**src/rtl/psr_pkg.sv**
```systemverilog
package psr_pkg;
  localparam int unsigned DIV_LOG2_MAX = 4;
  localparam int unsigned DIV_CNT_W    = DIV_LOG2_MAX;
  localparam int unsigned SEL_W        = 3;
  localparam int unsigned RUN_W        = 8;

  // terminal count of the divider for a select code; codes above the max clamp
  function automatic logic [DIV_CNT_W-1:0] div_limit(input logic [SEL_W-1:0] sel);
    if (int'(sel) > int'(DIV_LOG2_MAX)) return '1;
    return DIV_CNT_W'((1 << sel) - 1);
  endfunction
endpackage

```
**src/rtl/psr_prescaler.sv**
```systemverilog
module psr_prescaler
  import psr_pkg::*;
(
  input  logic             clk_i,
  input  logic             rst_ni,
  input  logic [SEL_W-1:0] div_sel_i,
  output logic             pclk_en_o
);
  logic [DIV_CNT_W-1:0] cnt_q, lim_q;

  assign pclk_en_o = (cnt_q == lim_q);

  always_ff @(posedge clk_i or negedge rst_ni) begin
    if (!rst_ni) begin
      cnt_q <= '0;
      lim_q <= '0;
    end else if (pclk_en_o) begin
      cnt_q <= '0;
      lim_q <= div_limit(div_sel_i);  // select taken only at a boundary
    end else begin
      cnt_q <= cnt_q + 1'b1;
    end
  end

  assert_lim_hold_R2: assert property (@(posedge clk_i) disable iff (!rst_ni)
    !pclk_en_o |=> $stable(lim_q));
  assert_cnt_bound_R2: assert property (@(posedge clk_i) disable iff (!rst_ni)
    pclk_en_o |=> cnt_q == '0);
endmodule

```
**src/rtl/psr_slot_timer.sv**
```systemverilog
module psr_slot_timer #(
  parameter int unsigned SLOT_LEN = 3
) (
  input  logic clk_i,
  input  logic rst_ni,
  input  logic pclk_en_i,
  output logic upd_stb_o
);
  localparam int unsigned SLOT_W = (SLOT_LEN > 1) ? $clog2(SLOT_LEN) : 1;
  localparam logic [SLOT_W-1:0] SLOT_LAST = SLOT_W'(SLOT_LEN - 1);

  logic [SLOT_W-1:0] slot_q;

  assign upd_stb_o = pclk_en_i && (slot_q == SLOT_LAST);

  always_ff @(posedge clk_i or negedge rst_ni) begin
    if (!rst_ni)        slot_q <= '0;
    else if (upd_stb_o) slot_q <= '0;
    else if (pclk_en_i) slot_q <= slot_q + 1'b1;
  end

  assert_slot_wrap_R3: assert property (@(posedge clk_i) disable iff (!rst_ni)
    upd_stb_o |=> slot_q == '0);
  assert_slot_hold_R3: assert property (@(posedge clk_i) disable iff (!rst_ni)
    !pclk_en_i |=> $stable(slot_q));
endmodule

```
**src/rtl/psr_collide.sv**
```systemverilog
module psr_collide
  import psr_pkg::*;
(
  input  logic             clk_i,
  input  logic             rst_ni,
  input  logic             upd_stb_i,
  input  logic             rd_stb_i,
  output logic             upd_win_o,
  output logic             drop_pulse_o,
  output logic [RUN_W-1:0] drop_run_o
);
  logic drop;

  assign drop      = upd_stb_i && rd_stb_i;   // host always wins
  assign upd_win_o = upd_stb_i && !rd_stb_i;

  always_ff @(posedge clk_i or negedge rst_ni) begin
    if (!rst_ni) begin
      drop_pulse_o <= 1'b0;
      drop_run_o   <= '0;
    end else begin
      drop_pulse_o <= drop;
      if (upd_win_o)                 drop_run_o <= '0;
      else if (drop && !(&drop_run_o)) drop_run_o <= drop_run_o + 1'b1;
    end
  end

  assert_pulse_has_run_R6: assert property (@(posedge clk_i) disable iff (!rst_ni)
    drop_pulse_o |-> drop_run_o != '0);
  assert_run_clear_R7: assert property (@(posedge clk_i) disable iff (!rst_ni)
    upd_win_o |=> drop_run_o == '0);
  assert_run_sat_R7: assert property (@(posedge clk_i) disable iff (!rst_ni)
    (&drop_run_o && !upd_win_o) |=> &drop_run_o);
endmodule

```
**src/rtl/periodic_status_reg.sv**
```systemverilog
module periodic_status_reg
  import psr_pkg::*;
#(
  parameter int unsigned STAT_W   = 16,
  parameter int unsigned SLOT_LEN = 3
) (
  input  logic              clk_i,
  input  logic              rst_ni,
  input  logic [SEL_W-1:0]  div_sel_i,
  input  logic [STAT_W-1:0] status_i,
  input  logic              rd_stb_i,
  output logic [STAT_W-1:0] rd_data_o,
  output logic              drop_pulse_o,
  output logic [RUN_W-1:0]  drop_run_o
);
  logic pclk_en, upd_stb, upd_win;
  logic [STAT_W-1:0] stat_q;

  psr_prescaler u_prescaler (
    .clk_i, .rst_ni, .div_sel_i, .pclk_en_o(pclk_en)
  );

  psr_slot_timer #(.SLOT_LEN(SLOT_LEN)) u_slot (
    .clk_i, .rst_ni, .pclk_en_i(pclk_en), .upd_stb_o(upd_stb)
  );

  psr_collide u_collide (
    .clk_i, .rst_ni, .upd_stb_i(upd_stb), .rd_stb_i,
    .upd_win_o(upd_win), .drop_pulse_o, .drop_run_o
  );

  always_ff @(posedge clk_i or negedge rst_ni) begin
    if (!rst_ni) begin
      stat_q    <= '0;
      rd_data_o <= '0;
    end else begin
      if (upd_win)  stat_q    <= status_i;
      if (rd_stb_i) rd_data_o <= stat_q;
    end
  end

  assert_update_load_R4: assert property (@(posedge clk_i) disable iff (!rst_ni)
    upd_win |=> stat_q == $past(status_i));
  assert_drop_keeps_R5: assert property (@(posedge clk_i) disable iff (!rst_ni)
    (upd_stb && rd_stb_i) |=> $stable(stat_q));
  assert_rd_capture_R8: assert property (@(posedge clk_i) disable iff (!rst_ni)
    rd_stb_i |=> rd_data_o == $past(stat_q));
  assert_rd_hold_R8: assert property (@(posedge clk_i) disable iff (!rst_ni)
    !rd_stb_i |=> $stable(rd_data_o));
endmodule

```
**config.mk**
```make
export PLATFORM = sky130hd
export DESIGN_NAME = periodic_status_reg
export DESIGN_NICKNAME = d
export VERILOG_FILES = /design/src/rtl/psr_pkg.sv /design/src/rtl/psr_prescaler.sv /design/src/rtl/psr_slot_timer.sv /design/src/rtl/psr_collide.sv /design/src/rtl/periodic_status_reg.sv
export SDC_FILE = /design/constraint.sdc
export NUM_CORES = 1
export LEC_CHECK = 0
export ABC_AREA = 1
export ABC_CLOCK_PERIOD_IN_PS = 1800
export CAP_MARGIN = 10
export CORE_MARGIN = 3
export CORE_UTILIZATION = 55
export CTS_BUF_LIST = sky130_fd_sc_hd__clkbuf_4 sky130_fd_sc_hd__clkbuf_8 sky130_fd_sc_hd__clkbuf_16
export DETAILED_ROUTE_END_ITERATION = 6
export DONT_BUFFER_PORTS = 1
export GPL_TIMING_DRIVEN = 0
export PLACE_DENSITY_LB_ADDON = 0.1
export SLEW_MARGIN = 10
export SYNTH_ARGS = -nofsm -noshare
export SYNTH_HDL_FRONTEND = slang
export SYNTH_SLANG_ARGS = --single-unit
```
**constraint.sdc**
```tcl
create_clock -name clk_i -period 1.8 [get_ports clk_i]
set_clock_uncertainty 0.2 [all_clocks]
set_input_delay 0.36 -clock clk_i [delete_from_list [all_inputs] [get_ports clk_i]]
set_output_delay 0.36 -clock clk_i [all_outputs]
set_load 0.05 [all_outputs]
```
==> reports/metrics.yaml <==
h-tree-depth: 2
rsz0062_at_grt: "yes"
grt_overflow_total: 0
slew_viol_final: 0
routed_wl_um: 4545
power_density_nw_per_um2: 1473
cts_made_buffers: 5
timing.fmax_ghz: 0.5655
relSlewSlack_pct: 65.67
place.gp.congestion: 0.7778
layout_commonest_cell: "nand2_1"
worst-setup-path-type: "reg2reg"
cp-start-kind: "register"
grt_pass1_wl_um: 7755
crit_arrival_ps: 1770
period_needed_ps: 1768
die_h_um: 71.47
ys_seq_elements: 51
grt_pass1_vias: 1781
coreArea_um2: 4058
hold_path_class: "in2reg"
syn_area_per_cell_um2: 8.271
port-buffer-count: 0
status: "complete, no violations"
clk_latency_ps: 300
ys_warn_count: 0
num-fill-cells: 320
cts_tree: "built"
clk_pin_slew_ps: 90
antenna_found_initial: 0
wl_per_cell_um: 12.45
layout_common_cells: "109 x nand2_1, 43 x dfrtp_1, 42 x inv_1"
required_ps: 1800
dr.pass1.iters: 5
ir_drop_mv: 0.7715
rows: 23
hold_ws_ps: 8.194
netlist_area_um2: 2357
p_leak_uw: 0.001529
ys_seq_area_share_pct: 54.14
synthesis.nets: 310
finalSetupViolCount: 0
n_antenna_cell: 0
worst_slack_ps: 31.74
dieArea_um2: 5107
final_util_pct: 68.89
start_util_pct: 58.09
viasPerCell: 4.879
clockRootBuffer: "clkbuf_8"
drive_above_1_share_pct: 16.19
vias: 1781
end_kind: "register"
drc: 0
netlist_instances: 285
numClockSinks: 51
multiInputGateArea_um2: 899.6
grt_max_degree: 52
tightest_slew_ps: 515.0
cp_max_fo: 5
tns_ps: 0
cap_viol_max_count: 0
ctsLongestPathBuffers: 2
die-width_um: 71.47
seqCellArea_um2: 1286
final_hold_viol_count: 0
grtUsageTotal_pct: 19.40
pre_cts_slack_ps: -241.5
yosys.cell_types.count: 23
drt_iter0_markers: 53
area_growth_pct: 18.58
num-nets-final: 339
finalCritPeriodShare_pct: 98.24
ioPinCount: 47
ant_nets: 0
dp_hpwl_um: 2925
layout make-up:
type                       instances  area share (%)
tap                               50           2.238
buffer                             7           1.611
inverter                          45           6.177
multi-input combinational        182           32.18
timing repair buffer              22           8.057
clock buffer                       8           3.715
sequential                        51           46.02
registers in the layout, indices dropped and copies added, names as in the netlist:
register                flops
u_prescaler.lim_q           4
u_collide.drop_run_o        8
u_collide.drop_pulse_o      1
u_slot.slot_q               2
rd_data_o                  16
stat_q                     16
u_prescaler.cnt_q           4
cell usage after synthesis, drive strengths merged:
cell / count / area [µm²]
inv: 44 / 165.2
xnor2: 1 / 8.760
clkinv: 1 / 3.750
clkbuf: 2 / 7.510
a22oi: 1 / 7.510
dfrtp: 51 / 1276
buf: 5 / 37.53
o21ai: 25 / 136.4
o21bai: 1 / 7.510
nor2: 21 / 101.3
xor2: 3 / 26.28
nand3: 11 / 90.09
nand2: 114 / 432.9
ha: 3 / 37.54
nand4: 2 / 18.77
repair_timing:
action / in CTS / in global routing
pin swaps: 5 / 7
hold buffers: 17 / 0
resized for setup: 7 / 8
endpoints found under the hold margin: 66 / 0
buffers inserted: 2 / 3
endpoints found under the setup margin: 8 / 11
where the power goes:
part           total, µW  internal [µW]  switching, µW  leakage, µW
Sequential          2340           1540            800     0.000665
Clock                730            366            363    0.0000549
Combinational       1040            436            608     0.000809
path summary, 6_finish.rpt:
check | start | end | slack, ps | depth (start not counted)
worst max-delay path | u_collide.drop_run_o[0] | u_collide.drop_run_o[4] | 30 | 8
worst min-delay path | status_i[14] | stat_q[14] | 8 | 2
worst max register to register | u_collide.drop_run_o[0] | u_collide.drop_run_o[4] | 30 | 8
worst min register to register | stat_q[1] | rd_data_o[1] | 270 | 2
max in group asynchronous | rst_ni | rd_data_o[4] | 810 | 2
min in group asynchronous | rst_ni | u_collide.drop_pulse_o | 350 | 2
routing by layer:
metal	up-vias	wire length, µm	global-route usage, %
li1	914	-	-
met1	819	1970	22.04
met4	0	88	7.516
met3	10	225	5.891
met5	-	0	0
met2	38	2261	34.08
cell families after synthesis:
family                     count (synthesis)  share of synthesized area (%)
adders and majority gates                  3                          1.593
DFF                                       51                          54.14
and+or+nand+nor                          148                          27.28
AOI/OAI and AO/OA                         27                          6.423
buffers and inverters                     52                          9.076
xor gates and xnor gates                   4                          1.486
stage by stage:
step | power [µW] | std cells | instance area, µm²
6_report | 4116 | 365 | 2795
4_1_cts | 4107 | 362 | 2750
3_5_place_dp | 3294 | 335 | 2422
3_3_place_gp | 3238 | 335 | 2422
2_1_floorplan | 3076 | 285 | 2360
5_1_grt | 4415 | 365 | 2795
worst max-delay path: stages, from the launching register on:
cell     delay [ps]
dfrtp_2         550
ha_4            230
nand2_4          70
nor2_4           50
nand2_2          60
nand4_1         180
buf_4           210
nand2_1          60
nand2_1          60
(Power assumes the default switching activity.)
